`config.mk`:
```
export PLATFORM = sky130hd
export DESIGN_NAME = slot_status_regs
export DESIGN_NICKNAME = d
export VERILOG_FILES = /design/src/rtl/slot_status_pkg.sv /design/src/rtl/slot_sync.sv /design/src/rtl/slot_sticky.sv /design/src/rtl/slot_bus_dec.sv /design/src/rtl/slot_status_regs.sv
export SDC_FILE = /design/constraint.sdc
export NUM_CORES = 1
export LEC_CHECK = 0
export BUFFER_PORTS_ARGS = -buffer_cell sky130_fd_sc_hd__buf_4
export CAP_MARGIN = 20
export CORE_MARGIN = 2
export CORE_UTILIZATION = 26
export DETAILED_ROUTE_END_ITERATION = 10
export GPL_ROUTABILITY_DRIVEN = 1
export GPL_TIMING_DRIVEN = 0
export PLACE_DENSITY = 0.79
export SLEW_MARGIN = 30
export SYNTH_ARGS = -nofsm -noshare
export SYNTH_HDL_FRONTEND = slang
export SYNTH_SLANG_ARGS = --single-unit
```
`constraint.sdc`:
```
create_clock -name clk -period 0.8 [get_ports clk]
set_input_delay 0 -clock clk [delete_from_list [all_inputs] [get_ports clk]]
set_output_delay 0 -clock clk [all_outputs]
set_load 0.01 [all_outputs]
```
`src/rtl/slot_status_pkg.sv`:
```
package slot_status_pkg;
   // Word indices; the status index and its bit positions are decoded by software
   localparam int unsigned IDX_IDENT  = 0;
   localparam int unsigned IDX_ZERO   = 1;
   localparam int unsigned IDX_STATUS = 2;
   localparam int unsigned IDX_DECODE = 3;

   localparam logic [31:0] IDENT_WORD_DEF  = 32'h4103_4003;
   localparam logic [31:0] DECODE_WORD_DEF = 32'h0000_0011;

   // Positions inside the synchronised input vector
   localparam int unsigned SYN_WP   = 0;
   localparam int unsigned SYN_CARD = 1;
   localparam int unsigned SYN_W    = 2;
endpackage

```
`src/rtl/slot_sync.sv`:
```
module slot_sync #(
   parameter int unsigned W      = 2,
   parameter int unsigned STAGES = 2
) (
   input  logic         clk,
   input  logic         rst_n,
   input  logic [W-1:0] d_async,
   output logic [W-1:0] d_sync
);
   localparam int unsigned LAST = STAGES - 1;

   generate
      if (STAGES < 2) begin : g_bad_stages
         $error("slot_sync: STAGES must be at least 2");
      end
      if (W < 1) begin : g_bad_width
         $error("slot_sync: W must be at least 1");
      end
   endgenerate

   logic [STAGES-1:0][W-1:0] chain_q;

   always_ff @(posedge clk or negedge rst_n) begin
      if (!rst_n) chain_q <= '0;
      else        chain_q <= {chain_q[STAGES-2:0], d_async};
   end

   assign d_sync = chain_q[LAST];
endmodule

```
`src/rtl/slot_sticky.sv`:
```
module slot_sticky (
   input  logic clk,
   input  logic rst_n,
   input  logic set_i,
   input  logic clr_i,
   output logic flag_o
);
   logic flag_q;

   // Set has priority so an insertion seen in the clearing cycle is kept
   always_ff @(posedge clk or negedge rst_n) begin
      if (!rst_n)     flag_q <= 1'b0;
      else if (set_i) flag_q <= 1'b1;
      else if (clr_i) flag_q <= 1'b0;
   end

   assign flag_o = flag_q;

   assert_set_wins_R6: assert property (@(posedge clk) disable iff (!rst_n)
      set_i |=> flag_o);
   assert_clear_takes_R5: assert property (@(posedge clk) disable iff (!rst_n)
      (clr_i && !set_i) |=> !flag_o);
   assert_flag_holds_R4: assert property (@(posedge clk) disable iff (!rst_n)
      (!set_i && !clr_i) |=> $stable(flag_o));
endmodule

```
`src/rtl/slot_bus_dec.sv`:
```
module slot_bus_dec
   import slot_status_pkg::*;
#(
   parameter int unsigned     DATA_W      = 32,
   parameter int unsigned     IDX_W       = 4,
   parameter int unsigned     WP_BIT      = 0,
   parameter int unsigned     CARD_BIT    = 3,
   parameter logic [DATA_W-1:0] IDENT_WORD  = DATA_W'(IDENT_WORD_DEF),
   parameter logic [DATA_W-1:0] DECODE_WORD = DATA_W'(DECODE_WORD_DEF)
) (
   input  logic [IDX_W-1:0]  reg_idx,
   input  logic              wr_en,
   input  logic [DATA_W-1:0] wr_data,
   input  logic              wp_live,
   input  logic              card_flag,
   output logic              clr_req,
   output logic [DATA_W-1:0] rd_data
);
   localparam logic [IDX_W-1:0] I_IDENT  = IDX_W'(IDX_IDENT);
   localparam logic [IDX_W-1:0] I_ZERO   = IDX_W'(IDX_ZERO);
   localparam logic [IDX_W-1:0] I_STATUS = IDX_W'(IDX_STATUS);
   localparam logic [IDX_W-1:0] I_DECODE = IDX_W'(IDX_DECODE);

   logic hit_status;
   assign hit_status = (reg_idx == I_STATUS);

   // Only the card bit of a status write matters; all other data is dropped
   assign clr_req = wr_en && hit_status && wr_data[CARD_BIT];

   logic unused_wdata;
   assign unused_wdata = ^wr_data;

   always_comb begin
      rd_data = '0;
      if (reg_idx == I_IDENT) begin
         rd_data = IDENT_WORD;
      end else if (reg_idx == I_ZERO) begin
         rd_data = '0;
      end else if (hit_status) begin
         rd_data[WP_BIT]   = wp_live;
         rd_data[CARD_BIT] = card_flag;
      end else if (reg_idx == I_DECODE) begin
         rd_data = DECODE_WORD;
      end
   end
endmodule

```
`src/rtl/slot_status_regs.sv`:
```
module slot_status_regs
   import slot_status_pkg::*;
#(
   parameter int unsigned DATA_W      = 32,
   parameter int unsigned IDX_W       = 4,
   parameter int unsigned SYNC_STAGES = 2,
   parameter int unsigned WP_BIT      = 0,
   parameter int unsigned CARD_BIT    = 3
) (
   input  logic              clk,
   input  logic              rst_n,
   input  logic              wp_in,
   input  logic              card_in,
   input  logic [IDX_W-1:0]  reg_idx,
   input  logic              wr_en,
   input  logic [DATA_W-1:0] wr_data,
   output logic [DATA_W-1:0] rd_data,
   output logic              card_irq
);
   localparam logic [IDX_W-1:0] I_STATUS = IDX_W'(IDX_STATUS);
   localparam logic [IDX_W-1:0] I_LAST   = IDX_W'(IDX_DECODE);

   generate
      if (DATA_W < 32) begin : g_bad_data_w
         $error("slot_status_regs: DATA_W must hold the 32-bit constants");
      end
      if (IDX_W < 2) begin : g_bad_idx_w
         $error("slot_status_regs: IDX_W must address four words");
      end
      if (WP_BIT == CARD_BIT || WP_BIT >= DATA_W || CARD_BIT >= DATA_W) begin : g_bad_bits
         $error("slot_status_regs: status bit positions invalid");
      end
   endgenerate

   logic [SYN_W-1:0] raw_in;
   logic [SYN_W-1:0] syn_in;
   logic             flag;
   logic             clr_req;

   assign raw_in[SYN_WP]   = wp_in;
   assign raw_in[SYN_CARD] = card_in;

   slot_sync #(.W(SYN_W), .STAGES(SYNC_STAGES)) u_sync (
      .clk     (clk),
      .rst_n   (rst_n),
      .d_async (raw_in),
      .d_sync  (syn_in)
   );

   slot_sticky u_sticky (
      .clk    (clk),
      .rst_n  (rst_n),
      .set_i  (syn_in[SYN_CARD]),
      .clr_i  (clr_req),
      .flag_o (flag)
   );

   slot_bus_dec #(
      .DATA_W   (DATA_W),
      .IDX_W    (IDX_W),
      .WP_BIT   (WP_BIT),
      .CARD_BIT (CARD_BIT)
   ) u_dec (
      .reg_idx   (reg_idx),
      .wr_en     (wr_en),
      .wr_data   (wr_data),
      .wp_live   (syn_in[SYN_WP]),
      .card_flag (flag),
      .clr_req   (clr_req),
      .rd_data   (rd_data)
   );

   assign card_irq = flag;

   assert_irq_matches_bit_R7: assert property (@(posedge clk) disable iff (!rst_n)
      (reg_idx == I_STATUS) |-> (rd_data[CARD_BIT] == card_irq));
   assert_wp_live_R3: assert property (@(posedge clk) disable iff (!rst_n)
      (reg_idx == I_STATUS) |-> (rd_data[WP_BIT] == syn_in[SYN_WP]));
   assert_undef_zero_R2: assert property (@(posedge clk) disable iff (!rst_n)
      (reg_idx > I_LAST) |-> (rd_data == '0));
   assert_other_write_inert_R8: assert property (@(posedge clk) disable iff (!rst_n)
      (wr_en && reg_idx != I_STATUS && !syn_in[SYN_CARD]) |=> $stable(card_irq));
   assert_rise_needs_input_R4: assert property (@(posedge clk) disable iff (!rst_n)
      !syn_in[SYN_CARD] |=> !$rose(card_irq));
endmodule

```
# [Word-level counts from Yosys, hierarchy flattened]
# Cells that the tools add are included.
[op_classes] eq_ne=3 n_mux=9 n_reduce_logical=4
[ops] operator="two-way mux 32 bit" n=2
[ops] operator="equality test 4 x 2 -> 1 bit, second input constant" n=2
[ops] operator="two-way mux 1 bit" n=5
[ops] operator="two-way mux 5 bit" n=1
[ops] operator="equality test 4 x 1 -> 1 bit, second input constant" n=1
[ops] operator="logical NOT 4 bit" n=1
[ops] operator="logical AND 1 bit" n=2
[ops] operator="two-way mux 2 bit" n=1
[ops] operator="nonzero test 2 bit" n=1
[totals] inputBits=41 reg_bits=5

# [Longest topological paths before layout]
# Gate-level depths: netlist of the first run.
[depth] word_depth=5 ltp_mapped=2

# [Cells and area by module]
# A second synthesis of the first run with hierarchy kept.
[unflattened] hier_cells=47 hier_area_um2=432.9
[by_module_without_submodules] module="slot_bus_dec" area_per_inst_um2=281.5 seq_area_each_um2=0.0 cells_each=38 n_inst=1
[by_module_without_submodules] module="slot_sync" area_per_inst_um2=115.1 seq_area_each_um2=100.1 cells_each=6 n_inst=1
[by_module_without_submodules] module="slot_sticky" area_per_inst_um2=36.3 seq_area_each_um2=25.0 cells_each=3 n_inst=1

# [Worst setup path before layout of the first run]
# No wires, ideal clock.
[synth_path] kind="input to output" from="input port reg_idx[0]" to="output port rd_data[14]" n_path_buf=1 path_stages=2 arrival_time_ps=1044 path_slack_ps=-244 required_ps=800 cell_sequence="nor4_1 -> buf_4"
[synth_via] elab_chain_cells=2
[synth_lines] item="start, declared" line_no="slot_status_regs.sv:14" rtl="input logic [IDX_W-1:0] reg_idx,"
[synth_lines] item="logical NOT 4 bit" line_no="slot_bus_dec.sv:35" rtl="if (reg_idx == I_IDENT) begin"
[synth_lines] item="two-way mux 32 bit" line_no="slot_bus_dec.sv:35"
[synth_lines] item="end, declared" line_no="slot_status_regs.sv:17" rtl="output logic [DATA_W-1:0] rd_data,"
# No other way between the ends.

# [Worst setup path after layout of the first run]
[layout_path] from="register u_sync.chain_q (netlist bit u_sync.d_sync[0])" to="output port rd_data[0]"
[layout_via] elab_chain_cells=3
[layout_lines] item="start, declared" line_no="slot_sync.sv:21" rtl="logic [STAGES-1:0][W-1:0] chain_q;"
[layout_lines] item="start signal, assigned" line_no="slot_sync.sv:25" rtl="else chain_q <= {chain_q[STAGES-2:0], d_async};"
[layout_lines] item="two-way mux 1 bit" line_no="slot_bus_dec.sv:39" rtl="end else if (hit_status) begin"
[layout_lines] item="two-way mux 32 bit" line_no="slot_bus_dec.sv:37" rtl="end else if (reg_idx == I_ZERO) begin"
[layout_lines] item="two-way mux 32 bit" line_no="slot_bus_dec.sv:35"
# No other way between the ends.

==> results of run 1 <==
## synthesized netlist by cell type, drive strengths merged
master   number
a2111oi       1
a31oi         1
and3          1
and3b         1
buf          28
conb          1
dfrtp         5
inv           1
nand2         1
nor2          1
nor3          2
nor3b         1
nor4          1
## logic make-up (layout without fill, tap and decap cells)
kind of cell	Yosys count	in the layout	synth area share (%)
AOI/OAI and AO/OA	2	2	5.12
buffers and inverters	29	59	51.5
and+or+nand+nor	8	8	12.3
other	1	23	0.903
DFF	5	5	30.1
## final cells by class
class,instances,area [sq um]
buffer,28,210
tap,16,20.0
clock buffer,4,26.3
multi-input combinational,33,179
timing repair buffer,26,231
sequential,5,125
inverter,1,3.75
fill,149,711
## per-layer routing
layer | vias up | wire length (um) | share of wire, %
met5 | - | 0 | 0
li1 | 200 | - | -
met2 | 32 | 475 | 51
met3 | 2 | 154 | 16
met4 | 0 | 15 | 1.6
met1 | 155 | 294 | 31
## how the worst min path moves through the flow
stage | endpoint | slack, ns | cells after the start
floorplan | u_sticky.flag_o$_DFFE_PN0P_ | -0.30 | 0
global placement | u_sync.chain_q[1]$_DFF_PN0_ | -0.20 | 1
detailed placement | u_sticky.flag_o$_DFFE_PN0P_ | -0.20 | 1
CTS | u_sync.chain_q[1]$_DFF_PN0_ | 0.09 | 2
global route | u_sync.chain_q[1]$_DFF_PN0_ | 0.1 | 2
finish | u_sync.chain_q[0]$_DFF_PN0_ | 0.09 | 2
## per-stage QoR
stage	utilization, %	cells
finish	52.8	113
global placement	44.3	102
CTS	50.7	111
detailed placement	44.3	102
global route	52.8	113
floorplan	-	67
## worst max-delay path, delay by kind of cell, from the launching register on
family | cells | cell delay, ns
compound gates | 1 | 0.21
simple gates | 1 | 0.05
flops | 1 | 0.33
buf+inv | 1 | 0.18
## registers in the layout, summed over array words and instances, names as in the netlist
name	count
u_sync.chain_q	2
u_sync.d_sync	2
u_sticky.flag_o	1
## timing repair
| item | in CTS | in global routing |
|---|---|---|
| hold endpoints to repair | 8 | 0 |
| buffers inserted | 1 | 2 |
| setup endpoints to repair | 8 | 9 |
| hold buffers | 4 | 0 |
| resized for setup | 5 | 4 |
| pin swaps | 1 | 3 |
## power by group through the flow
stage          clock, W  sequential [W]  combinational, W
2_1_floorplan         0        0.000272          0.000164
4_1_cts        0.000300        0.000269          0.000265
6_report       0.000297        0.000269          0.000282
5_1_grt        0.000316        0.000270          0.000301
3_3_place_gp          0        0.000273          0.000235
3_5_place_dp          0        0.000273          0.000238
==> Implementation_results.wiki, run 1 <==
{| class="wikitable"
! Metric !! Value
|-
| Outcome || finished with violations
|-
| Violated checks || negative setup slack
|-
| Sinks on Clock Net || 5
|-
| Layer with the highest usage || met2
|-
| First-pass GRT wire length || around 1200 um
|-
| GR Util met1 || between 8 and 9%
|-
| Aggregate global-route resource usage || 9.14%
|-
| Highest-count cells in the layout ignoring fill and taps || 43 x sky130_fd_sc_hd__buf_4, 23 x sky130_fd_sc_hd__conb_1, 7 x sky130_fd_sc_hd__buf_6
|-
| Synth top area cells || sky130_fd_sc_hd__buf_4 51%, sky130_fd_sc_hd__dfrtp_1 30%, sky130_fd_sc_hd__a2111oi_2 3.6%
|-
| Post-route total power || between 0.0008 and 0.0009 W
|-
| Clk network pwr share || a little over a third
|-
| Final wirelength || 939 um
|-
| Rows || 14
|-
| Insertion delay of the later-clocked pin in the worst-skew pair || approximately 0.24 ns
|-
| Area growth from synthesis to layout || 91.6%
|-
| Number of top-level design ports || 74
|-
| Fin crit share || 126%
|-
| Cell depth of the worst flop-to-flop path || 2
|-
| Max VDD drop || about 760 uV
|-
| Htree depth || 1
|-
| Worst slack after detailed placement || -0.165 ns
|-
| Critical Path End Type || primary output
|-
| Clock tree buffer depth || 2
|-
| Biggest cell delay along the critical path || about 0.33 ns
|-
| Clock tree from TritonCTS || done
|-
| Initial DRC Count || 1
|-
| Vias || 389
|-
| Most common cell after layout, fill and taps aside || sky130_fd_sc_hd__buf_4
|-
| Clock period minus final worst setup slack || between 1 and 1.5 ns
|-
| Number of synthesis warnings || 0
|-
| Crit start category || flip-flop
|-
| Internal Pwr Total || slightly above 0.0006 W
|-
| CTS buffer count || 3
|-
| GRT met3 Usage || under 10%
|-
| Synthesized area per cell || 9.23 sq um
|-
| Maximum clock skew at final layout || about 0.0049 ns
|-
| Area of the placeable core || 1510 sq um
|-
| # Max-Cap Violations || 0
|-
| RR Startpoint || u_sync.d_sync[1]$_DFF_PN0_
|-
| CP required || around 0.8 ns
|-
| Post-Route Hold Slack || around 0.09 ns
|-
| Layout cells sized above 1 || between 50% and 60%
|-
| Total placed instance area || 667 sq um
|-
| Routability congestion estimate || between 0.6 and 0.7
|-
| Post-detail-place hpwl || between 600 and 700 um
|-
| Average detailed-routed wire length per instance || between 8 and 9 um
|-
| Post-CTS clock slew at the launch and capture registers of the worst setup and hold paths || 0.05 ns
|-
| Maximum net fanout on the critical path || 1
|-
| Total count of max-transition violations in the final report || 0
|-
| Sum of negative setup slack || -0.377 ns
|-
| Diodes inserted || 0
|-
| Post-route setup slack || -0.206 ns
|-
| Final hold violations || 0
|-
| Arr. time, crit path || between 1 and 1.5 ns
|-
| Power density of the placed cells || between 1000 and 1500 nW/um^2
|-
| Post-Synthesis Cell Area || a little over 400 sq um
|-
| Vert. Die Dim || approximately 44 um
|-
| Switching Fraction || approximately 27%
|-
| Number of antenna violations at the first check in global routing || 0
|-
| Crit path launch || u_sync.d_sync[0]$_DFF_PN0_
|-
| Total net switching power || approximately 0.00023 W
|-
| Vias per std cell || 3.44
|-
| Final setup violation count || 4
|-
| M2 GR Usage || between 10% and 20%
|-
| Number of antenna-violating nets in the routed design || 0
|-
| Port-buffer cells || 19
|-
| Sequential cell fraction of total power || between 30% and 40%
|-
| Fraction of post-synthesis cell area in the top cell type by area || 50.6%
|-
| TritonRoute pass-1 iters || 2
|-
| FF+latch count, synth || 5
|-
| Gate count of the mapped netlist || 45
|-
| Starting density of the core || 27.6%
|-
| Post-Layout Inst Area || between 700 and 800 sq um
|-
| Layout Nets || ~140
|-
| Count of cell types in the netlist || 13
|-
| Static Leak || roughly 0.46 nW
|-
| # DRC || 0
|-
| Horizontal die dimension || 44.0 um
|-
| Fmax || 994 MHz
|-
| Register-to-register path setup slack || 0 ns
|-
| RSZ-0062 raised after global routing || yes
|-
| End point of the critical path || rd_data[0]
|-
| Root buffer cell || sky130_fd_sc_hd__clkbuf_4
|-
| Category of the most critical setup path || reg2out
|-
| Number of global-route vias before repair || ~320
|-
| Path class of the lowest-slack min-delay path || in2async
|-
| Worst reg2reg path endpoint || u_sticky.flag_o$_DFFE_PN0P_
|-
| Total overflow reported by the global router || 0
|-
| Slowest cell on the critical path || sky130_fd_sc_hd__dfrtp_1
|-
| DIE AREA || between 1500 and 2000 sq um
|-
| Sequential element share of the synthesized area || between 30 and 40%
|-
| Largest area contributor in the netlist || sky130_fd_sc_hd__buf_4
|-
| Largest net degree at the start of global routing || 7
|-
| Combinational fraction of design power || 33.3%
|-
| Cell breakdown of the critical path || nor3b_2 > a2111oi_2 > buf_4
|}
Power figures use the tool's default switching activity.
==> run 2, diff against run 1 <==
--- a/config.mk
+++ b/config.mk
@@ -8,11 +8,13 @@
 export BUFFER_PORTS_ARGS = -buffer_cell sky130_fd_sc_hd__buf_4
 export CAP_MARGIN = 20
 export CORE_MARGIN = 2
-export CORE_UTILIZATION = 26
+export CORE_UTILIZATION = 27
+export CTS_BUF_LIST = sky130_fd_sc_hd__clkbuf_8
 export DETAILED_ROUTE_END_ITERATION = 10
 export GPL_ROUTABILITY_DRIVEN = 1
 export GPL_TIMING_DRIVEN = 0
-export PLACE_DENSITY = 0.79
+export PLACE_DENSITY = 0.82
+export SETUP_SLACK_MARGIN = 0.02
 export SLEW_MARGIN = 30
 export SYNTH_ARGS = -nofsm -noshare
 export SYNTH_HDL_FRONTEND = slang
==> Implementation_results.wiki, run 2 (synthesis gave the netlist of run 1 again) <==
{| class="wikitable"
! Metric !! Value
|-
| Outcome || finished with violations
|-
| Violated checks || negative setup slack
|-
| RSZ-0062 raised after global routing || yes
|-
| Sinks on Clock Net || 5
|-
| Path class of the lowest-slack min-delay path || in2reg
|-
| Crit start category || flip-flop
|-
| Clock tree from TritonCTS || done
|-
| Post-route setup slack || -0.165 ns
|-
| Largest net degree at the start of global routing || 7
|-
| DIE AREA || ~1900 sq um
|-
| Diodes inserted || 0
|-
| Number of antenna-violating nets in the routed design || 0
|-
| Insertion delay of the later-clocked pin in the worst-skew pair || 0.22 ns
|-
| First-pass GRT wire length || 1290 um
|-
| Critical Path End Type || primary output
|-
| Switching Fraction || between 20% and 30%
|-
| Cell depth of the worst flop-to-flop path || 3
|-
| Post-CTS clock slew at the launch and capture registers of the worst setup and hold paths || roughly 0.040 ns
|-
| Vias per std cell || 3.48
|-
| Clock period minus final worst setup slack || around 0.96 ns
|-
| Starting density of the core || ~28%
|-
| Combinational fraction of design power || 27.3%
|-
| Number of antenna violations at the first check in global routing || 0
|-
| Maximum clock skew at final layout || ~0.0045 ns
|-
| Area growth from synthesis to layout || 91.9%
|-
| Total count of max-transition violations in the final report || 0
|-
| Static Leak || around 0.46 nW
|-
| Sequential cell fraction of total power || 27.1%
|-
| Area of the placeable core || 1470 sq um
|-
| Vert. Die Dim || ~43 um
|-
| Post-Layout Inst Area || between 700 and 800 sq um
|-
| Initial DRC Count || 7
|-
| Biggest cell delay along the critical path || 0.33 ns
|-
| Slowest cell on the critical path || sky130_fd_sc_hd__dfrtp_1
|-
| Post-detail-place hpwl || 693 um
|-
| TritonRoute pass-1 iters || 4
|-
| Fmax || 1040 MHz
|-
| Rows || 14
|-
| Cell breakdown of the critical path || nor3b_2 > a2111oi_2 > buf_4
|-
| Aggregate global-route resource usage || about a tenth
|-
| Root buffer cell || sky130_fd_sc_hd__clkbuf_8
|-
| Vias || around 380
|-
| Routability congestion estimate || approximately 0.64
|-
| Crit path launch || u_sync.d_sync[0]$_DFF_PN0_
|-
| Total placed instance area || roughly 670 sq um
|-
| Htree depth || 1
|-
| Fin crit share || 121%
|-
| RR Startpoint || u_sticky.flag_o$_DFFE_PN0P_
|-
| Most common cell after layout, fill and taps aside || sky130_fd_sc_hd__buf_4
|-
| Average detailed-routed wire length per instance || 8.01 um
|-
| Highest-count cells in the layout ignoring fill and taps || 39 x sky130_fd_sc_hd__buf_4, 23 x sky130_fd_sc_hd__conb_1, 9 x sky130_fd_sc_hd__buf_6
|-
| Total net switching power || between 0.0002 and 0.00025 W
|-
| Post-route total power || 0.000994 W
|-
| Arr. time, crit path || ~0.96 ns
|-
| Layout Nets || roughly 140
|-
| End point of the critical path || rd_data[0]
|-
| Port-buffer cells || 19
|-
| Cell type group with the largest total delay on the critical path || flip-flops
|-
| Horizontal die dimension || 43.2 um
|-
| CTS buffer count || 3
|-
| Final hold violations || 0
|-
| Critical path buffer and inverter count || 1
|-
| Final setup violation count || 3
|-
| Number of top-level design ports || 74
|-
| Register-to-register path setup slack || approximately 0.01 ns
|-
| Layout cells sized above 1 || about three fifths
|-
| # DRC || 0
|-
| Internal Pwr Total || between 0.0007 and 0.0008 W
|-
| Number of global-route vias before repair || around 320
|-
| CP required || approximately 0.80 ns
|-
| Max VDD drop || between 1000 and 1500 uV
|-
| Maximum net fanout on the critical path || 1
|-
| Total number of cells along the worst setup path || 3
|-
| Clk network pwr share || a little under half
|-
| Clock tree buffer depth || 2
|-
| Final wirelength || between 800 and 900 um
|-
| Total overflow reported by the global router || 0
|-
| Worst reg2reg path endpoint || u_sticky.flag_o$_DFFE_PN0P_
|-
| Category of the most critical setup path || reg2out
|-
| Power density of the placed cells || around 1200 nW/um^2
|-
| Number of fillers in the final layout || between 100 and 150
|-
| # Max-Cap Violations || 0
|}
[run 2: cell count changes in the layout (fill, tap and decap cells not counted)]
cell                            previous run  this run
sky130_fd_sc_hd__buf_4                    43        39
sky130_fd_sc_hd__clkbuf_4                  3         0
sky130_fd_sc_hd__clkbuf_8                  0         3
sky130_fd_sc_hd__buf_6                     7         9
sky130_fd_sc_hd__clkbuf_1                  1         0
sky130_fd_sc_hd__dlygate4sd3_1             4         3
sky130_fd_sc_hd__inv_1                     0         1
[run 2: final cells by class]
| type | count | area (sq um) | area share, % |
|---|---|---|---|
| buffer | 28 | 210 | 26.4 |
| sequential | 5 | 125 | 15.7 |
| multi-input combinational | 33 | 179 | 22.4 |
| clock buffer | 3 | 41.3 | 5.18 |
| tap | 16 | 20.0 | 2.51 |
| timing repair buffer | 23 | 214 | 26.8 |
| clock inverter | 1 | 3.75 | 0.471 |
| inverter | 1 | 3.75 | 0.471 |
[run 2: per-layer routing]
metal,up-vias,share of wire (%),GRT usage [%]
li1,191,-,-
met1,154,33,8.85
met2,38,46,16.1
met3,0,20,5.96
met4,0,0,3.64
met5,-,0,0
[run 2: power by group through the flow]
stage	combinational, W	sequential, W	clock [W]
after floorplan	0.000164	0.000272	0
after global placement	0.000236	0.000273	0
after detailed placement	0.000239	0.000272	0
after CTS	0.000263	0.000269	0.000469
after global routing	0.000292	0.000271	0.000479
final	0.000272	0.000270	0.000452
[run 2: timing repair]
item                                    CTS  global route
pin swaps                                 3             1
endpoints found under the setup margin    9             9
resized for setup                         7             4
endpoints found under the hold margin     7             0
hold buffers                              3             0
buffers inserted                          1             0
[run 2: how the worst min path moves through the flow]
stage / start / end / cells after the start
finish: reg_idx[1] / u_sticky.flag_o$_DFFE_PN0P_ / 2
global placement: rst_n / u_sync.chain_q[1]$_DFF_PN0_ / 1
global route: reg_idx[1] / u_sticky.flag_o$_DFFE_PN0P_ / 2
CTS: reg_idx[1] / u_sticky.flag_o$_DFFE_PN0P_ / 2
floorplan: rst_n / u_sticky.flag_o$_DFFE_PN0P_ / 0
detailed placement: rst_n / u_sticky.flag_o$_DFFE_PN0P_ / 1
[run 2: stage by stage]
stage / std cells / util [%] / worst slack [ns] / TNS, ns / hold slack [ns]
2_1_floorplan: 67 / - / 0.0293 / 0 / -0.296
3_3_place_gp: 102 / 45.3 / -0.140 / -0.756 / -0.199
5_1_grt: 110 / 54.2 / -0.245 / -0.654 / 0.0448
6_report: 110 / 54.2 / -0.165 / -0.297 / 0.0420
3_5_place_dp: 102 / 45.3 / -0.146 / -0.782 / -0.196
4_1_cts: 110 / 53.1 / -0.190 / -0.339 / 0.0365
